<file path="src/rtl/cal_pkg.sv">
`timescale 1ns/1ps
package cal_pkg;

  typedef struct packed {
    logic [2:0] pad;
    logic [3:0] mon;
    logic [4:0] mday;
    logic [2:0] wday;
    logic [4:0] hour;
    logic [5:0] min;
    logic [5:0] sec;
  } cal_time_t;

  localparam logic [5:0] SEC_LAST  = 6'd59;
  localparam logic [5:0] MIN_LAST  = 6'd59;
  localparam logic [4:0] HOUR_LAST = 5'd23;
  localparam logic [2:0] WDAY_LAST = 3'd7;
  localparam logic [3:0] MON_LAST  = 4'd12;

  // value mod 4 of a two-digit BCD number: 10 mod 4 == 2
  function automatic logic [1:0] bcd2_mod4(input logic [7:0] b);
    return 2'({b[4], 1'b0} + b[1:0]);
  endfunction

endpackage

</file>
<file path="src/rtl/cal_bcd_inc.sv">
`timescale 1ns/1ps
module cal_bcd_inc #(
  parameter int DIGITS = 4
) (
  input  logic [4*DIGITS-1:0] d,
  output logic [4*DIGITS-1:0] q
);
  logic [DIGITS:0] cy;
  assign cy[0] = 1'b1;

  for (genvar i = 0; i < DIGITS; i++) begin : g_dig
    logic [3:0] cur;
    logic       top;
    assign cur       = d[4*i +: 4];
    assign top       = (cur >= 4'd9);
    assign cy[i+1]   = cy[i] & top;
    assign q[4*i +: 4] = !cy[i] ? cur : (top ? 4'd0 : cur + 4'd1);
  end
endmodule

</file>
<file path="src/rtl/cal_month_len.sv">
`timescale 1ns/1ps
module cal_month_len
  import cal_pkg::*;
#(
  parameter int YW = 16
) (
  input  logic [3:0]    mon,
  input  logic [YW-1:0] year,
  output logic [4:0]    days
);
  logic low_zero;
  logic leap;

  assign low_zero = (year[7:0] == 8'h00);
  assign leap     = low_zero ? (bcd2_mod4(year[15:8]) == 2'd0)
                             : (bcd2_mod4(year[7:0])  == 2'd0);

  always_comb begin
    case (mon)
      4'd2:                       days = leap ? 5'd29 : 5'd28;
      4'd4, 4'd6, 4'd9, 4'd11:    days = 5'd30;
      default:                    days = 5'd31;
    endcase
  end
endmodule

</file>
<file path="src/rtl/cal_advance.sv">
`timescale 1ns/1ps
module cal_advance
  import cal_pkg::*;
(
  input  cal_time_t  cur,
  input  logic [4:0] days,
  output cal_time_t  nxt,
  output logic       year_cy
);
  logic sec_w, min_w, hour_w, mday_w, mon_w;

  assign sec_w  = (cur.sec  >= SEC_LAST);
  assign min_w  = (cur.min  >= MIN_LAST);
  assign hour_w = (cur.hour >= HOUR_LAST);
  assign mday_w = (cur.mday >= days);
  assign mon_w  = (cur.mon  >= MON_LAST);

  always_comb begin
    nxt     = cur;
    nxt.pad = 3'd0;
    year_cy = 1'b0;
    nxt.sec = sec_w ? 6'd0 : cur.sec + 6'd1;
    if (sec_w) begin
      nxt.min = min_w ? 6'd0 : cur.min + 6'd1;
      if (min_w) begin
        nxt.hour = hour_w ? 5'd0 : cur.hour + 5'd1;
        if (hour_w) begin
          nxt.wday = (cur.wday >= WDAY_LAST) ? 3'd1 : cur.wday + 3'd1;
          nxt.mday = mday_w ? 5'd1 : cur.mday + 5'd1;
          if (mday_w) begin
            nxt.mon = mon_w ? 4'd1 : cur.mon + 4'd1;
            year_cy = mon_w;
          end
        end
      end
    end
  end
endmodule

</file>
<file path="src/rtl/cal_clock_top.sv">
`timescale 1ns/1ps
module cal_clock_top
  import cal_pkg::*;
#(
  parameter int          YEAR_DIGITS = 4,
  parameter logic [31:0] RST_TIME    = 32'h0212_0000,
  parameter logic [15:0] RST_YEAR    = 16'h2000
) (
  input  logic                     clk,
  input  logic                     rst_n,
  input  logic                     tick,
  input  logic                     time_wr,
  input  logic [31:0]              time_wdata,
  input  logic                     year_wr,
  input  logic [4*YEAR_DIGITS-1:0] year_wdata,
  input  logic                     mtime_wr,
  input  logic [31:0]              mtime_wdata,
  input  logic                     myear_wr,
  input  logic [4*YEAR_DIGITS-1:0] myear_wdata,
  output logic [31:0]              time_q,
  output logic [4*YEAR_DIGITS-1:0] year_q,
  output logic                     alarm
);
  localparam int YW = 4 * YEAR_DIGITS;

  // reset synchronizer: assert async, release on clock
  logic rst_meta, rst_sync_n;
  always_ff @(posedge clk or negedge rst_n) begin
    if (!rst_n) begin
      rst_meta   <= 1'b0;
      rst_sync_n <= 1'b0;
    end else begin
      rst_meta   <= 1'b1;
      rst_sync_n <= rst_meta;
    end
  end

  cal_time_t        time_r, time_n, adv_time, pend_t, pend_t_n, mtime_r, mtime_n;
  logic [YW-1:0]    year_r, year_n, year_inc, pend_y, pend_y_n, myear_r, myear_n;
  logic             pend_tv, pend_tv_n, pend_yv, pend_yv_n;
  logic             eq_d, eq_d_n, alarm_r, alarm_n, eq_now, year_cy;
  logic [4:0]       days;

  cal_month_len #(.YW(YW)) u_len (.mon(time_r.mon), .year(year_r), .days(days));
  cal_advance              u_adv (.cur(time_r), .days(days), .nxt(adv_time), .year_cy(year_cy));
  cal_bcd_inc #(.DIGITS(YEAR_DIGITS)) u_inc (.d(year_r), .q(year_inc));

  assign eq_now = (time_r == mtime_r) && (year_r == myear_r);

  always_comb begin
    time_n    = time_r;
    year_n    = year_r;
    if (tick) begin
      time_n = pend_tv ? pend_t : adv_time;
      if (pend_yv)                  year_n = pend_y;
      else if (!pend_tv && year_cy) year_n = year_inc;
    end
    pend_tv_n = time_wr | (pend_tv & ~tick);
    pend_yv_n = year_wr | (pend_yv & ~tick);
    pend_t_n  = time_wr ? cal_time_t'(time_wdata) : pend_t;
    pend_y_n  = year_wr ? year_wdata : pend_y;
    mtime_n   = mtime_wr ? cal_time_t'(mtime_wdata) : mtime_r;
    myear_n   = myear_wr ? myear_wdata : myear_r;
    eq_d_n    = eq_now;
    alarm_n   = eq_now & ~eq_d;
  end

  always_ff @(posedge clk or negedge rst_sync_n) begin
    if (!rst_sync_n) begin
      time_r  <= cal_time_t'(RST_TIME);
      year_r  <= YW'(RST_YEAR);
      pend_tv <= 1'b0;
      pend_yv <= 1'b0;
      pend_t  <= '0;
      pend_y  <= '0;
      mtime_r <= '0;
      myear_r <= '0;
      eq_d    <= 1'b0;
      alarm_r <= 1'b0;
    end else begin
      time_r  <= time_n;
      year_r  <= year_n;
      pend_tv <= pend_tv_n;
      pend_yv <= pend_yv_n;
      pend_t  <= pend_t_n;
      pend_y  <= pend_y_n;
      mtime_r <= mtime_n;
      myear_r <= myear_n;
      eq_d    <= eq_d_n;
      alarm_r <= alarm_n;
    end
  end

  assign time_q = time_r;
  assign year_q = year_r;
  assign alarm  = alarm_r;
endmodule

</file>
<file path="config.mk">
export PLATFORM = sky130hd
export DESIGN_NAME = cal_clock_top
export DESIGN_NICKNAME = d
export VERILOG_FILES = /design/src/rtl/cal_pkg.sv /design/src/rtl/cal_bcd_inc.sv /design/src/rtl/cal_month_len.sv /design/src/rtl/cal_advance.sv /design/src/rtl/cal_clock_top.sv
export SDC_FILE = /design/constraint.sdc
export NUM_CORES = 1
export LEC_CHECK = 0
export CAP_MARGIN = 5
export CORE_MARGIN = 2
export CORE_UTILIZATION = 40
export CTS_CLUSTER_DIAMETER = 80
export CTS_CLUSTER_SIZE = 28
export DETAILED_ROUTE_END_ITERATION = 8
export GPL_TIMING_DRIVEN = 1
export HOLD_SLACK_MARGIN = 0.15
export PLACE_DENSITY = 0.75
export SKIP_CTS_REPAIR_TIMING = 1
export SYNTH_ARGS = -nofsm -noshare
export SYNTH_HDL_FRONTEND = slang
export SYNTH_HIERARCHICAL = 1
export SYNTH_SLANG_ARGS = --single-unit
</file>
<file path="constraint.sdc">
create_clock -name clk -period 13.13 [get_ports clk]
set_input_delay 3.939 -clock clk [delete_from_list [all_inputs] [get_ports clk]]
set_output_delay 3.939 -clock clk [all_outputs]
set_load 0.02 [all_outputs]
</file>
==> results.json <==
{
  "status": "finished clean",
  "synth_top_family_by_area": "multiplexers",
  "synth-compound-area-share_pct": 8.99,
  "seq_area_frac_synth_pct": 47.4,
  "cpLargestDelayFamily": "buffers and inverters",
  "path_clk_slew_ns": 0.07,
  "yosysUniqueCellTypes": 57,
  "rows": 51,
  "fin_crit_sh_pct": 43.3,
  "nNetsFinal": 975,
  "vias": 5808,
  "yosys_warnings": 6,
  "cp.required_ns": 9.19,
  "place_hpwl_um": 14200,
  "grt_remaining_overflow": 0,
  "grtUsageTotal_pct": 20.1,
  "ctsHtreeMaxLevel": 4,
  "worst-path-stages": 1,
  "synthAdderAreaFrac_pct": 3.91,
  "synth_common_cells": "dfrtp_1 (146), mux2_2 (95), xor2_1 (56)",
  "final_layout_size_suffix_gt1_share_pct": 17.5,
  "clock_insertion_delay_worst_skew_ns": 0.43,
  "crit_start": "time_q[3]$_DFFE_PN0P_",
  "maxSlewViolCount": 0,
  "routabilityCongestion": 0.794,
  "synth_area_sq_um": 7940,
  "finalClockSkew_ns": 0.00873,
  "place_inst": 1094,
  "path_cells": "clkdlybuf4s50_1",
  "setup_viol": 0,
  "die_h_um": 145,
  "instances_no_fill": 1126,
  "critical_path_class": "flip-flop to primary output",
  "power_leakage_nw": 4.44,
  "drt-total-wl_um": 20200,
  "synthMuxAreaShare_pct": 20.0,
  "cp_slowest_cell": "clkdlybuf4s50_1",
  "critPathMaxFanout": 10,
  "cts_root_buf": "clkbuf_16",
  "synthTopCellsByArea": "dfrtp_1 (46%), mux2_2 (13%), xor2_1 (6.2%), mux2i_1 (6.1%), ha_1 (3.8%)",
  "grt_pass1_vias": 5704,
  "start_util_pct": 40.8,
  "rr_startpoint": "time_q[28]$_DFFE_PN0P_",
  "grt_pass1_wl_um": 31500,
  "endpoint_kind": "primary output",
  "dp_slack_ns": 7.61,
  "synth.top_cell.area_share_pct": 46.0,
  "fmax_mhz": 176,
  "postRouteAntennaNets": 0,
  "drt_iter0_drc": 336,
  "ir_drop_uv": 97.5,
  "worstMarginPinSlew_ns": 1.13,
  "setup-tns-final_ns": 0,
  "via_per_inst": 5.16,
  "reg2reg_to": "year_q[6]$_DFFE_PN0P_",
  "fin_ws_ns": 7.44,
  "crit_arrival_ns": 1.75,
  "crit_path_end": "time_q[3]",
  "dieWidth_um": 145,
  "syn-instance-count": 709,
  "synthFlopType": "dfrtp_1",
  "powerDensity_nw_per_um2": 149,
  "max_cap_violations": 0,
  "synth_edf_count": 0,
  "grt_setup_unrepaired": "false",
  "antenna_found_initial": 0,
  "drc_errors": 0,
  "finalCriticalPeriod_ns": 5.69,
  "dieArea_sq_um": 21000,
  "startpoint_type": "flip-flop",
  "fp.coreArea_sq_um": 19500,
  "diodes": 0,
  "fin_area_sq_um": 10300,
  "drt-wirelength-per-cell_um": 17.9,
  "avgSynthCellArea_sq_um": 11.2,
  "grt_max_degree": 78,
  "ys_ff_latch": 150,
  "reg2reg_slack_ns": 8.93,
  "hold_path.class": "flip-flop to flip-flop",
  "fin_hold_ws_ns": 0.349,
  "synth_xor_area_share_pct": 6.40,
  "place_area_sq_um": 9610,
  "critical_path_buf_inv_count": 1,
  "cts_buffer_depth": 2,
  "synth_most_common_cell": "dfrtp_1",
  "cpPeakStageDelay_ns": 0.71,
  "yosys.area_share.simple_pct": 9.57,
  "syn_to_final_growth_pct": 29.2,
  "hold_viol": 0,
  "port-buffer-count": 151,
  "cts_made_buffers": 17,
  "cts_tree": "built",
  "reg2reg_depth": 10,
  "drt_pass1_iterations": 5,
  "cts_num_sinks": 150,
  "io_pins": 152,
  "async_flop_share_pct": 100,
  "slew_headroom_pct": 24.9,
  "fillers": 1670,
  "synth_area_leader_cell": "dfrtp_1"
}
[metal layers]
| layer | part of all wire (%) | GRT usage, % |
|---|---|---|
| met4 | 1.8 | 6.18 |
| met2 | 48 | 31.9 |
| met1 | 45 | 27.2 |
| met5 | 0 | 0 |
| met3 | 5.4 | 4.87 |
[power by group]
group	switching, mW	internal [mW]	leakage [nW]
Combinational	0.183	0.190	2.38
Clock	0.197	0.341	0.317
Sequential	0.0982	0.521	1.74
Total	0.477	1.05	4.44
[state kept, by name, indices dropped and copies added, names as in the netlist, 16 cells and up]
register  cells
mtime_r      32
pend_t       32
time_q       32
myear_r      16
pend_y       16
year_q       16
[through the flow]
step	utilization (%)	power, mW
floorplan	-	0.838
global placement	49.4	0.988
detailed placement	49.4	0.998
CTS	52.7	1.54
global route	52.7	1.61
finish	52.7	1.53
[layout by cell type, fill, tap and decap left out, types with 4 or more instances in the layout]
| master | n |
|---|---|
| nand3_1 | 8 |
| conb_1 | 7 |
| ha_1 | 24 |
| nand4_1 | 8 |
| clkdlybuf4s50_1 | 150 |
| nand2_1 | 50 |
| nor4_1 | 14 |
| xor2_1 | 56 |
| a21oi_1 | 38 |
| clkbuf_16 | 17 |
| o21ai_1 | 6 |
| o21ai_0 | 37 |
| mux2_2 | 95 |
| dfrtp_1 | 144 |
| bufinv_16 | 5 |
| buf_4 | 5 |
| mux2i_1 | 48 |
| inv_1 | 18 |
| nor2_1 | 51 |
| nand2b_1 | 5 |
| dfstp_2 | 4 |
| clkinv_2 | 4 |
| a31oi_1 | 4 |
[cell type report]
| cell class | count | area [sq um] | area share [%] |
|---|---|---|---|
| Multi-Input combinational cell | 505 | 3900 | 38.0 |
| Sequential cell | 150 | 3760 | 36.7 |
| Timing Repair Buffer | 156 | 1540 | 15.1 |
| Clock buffer | 19 | 443 | 4.32 |
| Tap cell | 265 | 332 | 3.23 |
| Clock inverter | 13 | 204 | 1.99 |
| Inverter | 18 | 67.6 | 0.659 |
[worst min-delay path by stage]
stage                     slack (ns)                    to  depth (start not counted)                from
final                           0.35  rst_sync_n$_DFF_PN0_                          0  rst_meta$_DFF_PN0_
after global routing            0.36  rst_sync_n$_DFF_PN0_                          0  rst_meta$_DFF_PN0_
after floorplan                 0.33  rst_sync_n$_DFF_PN0_                          0  rst_meta$_DFF_PN0_
after global placement          0.34  rst_sync_n$_DFF_PN0_                          0  rst_meta$_DFF_PN0_
after detailed placement        0.34  rst_sync_n$_DFF_PN0_                          0  rst_meta$_DFF_PN0_
after CTS                       0.35  rst_sync_n$_DFF_PN0_                          0  rst_meta$_DFF_PN0_
[logic make-up after synthesis]
logic type               Yosys count
multiplexers                     146
adder cells (fa/ha/maj)           25
other                              3
flip-flops                       150
buffers and inverters             58
XOR/XNOR                          58
AND/OR/NAND/NOR                  156
AO/OA/AOI/OAI                    113
No activity file was read; power rests on OpenSTA's default activity.
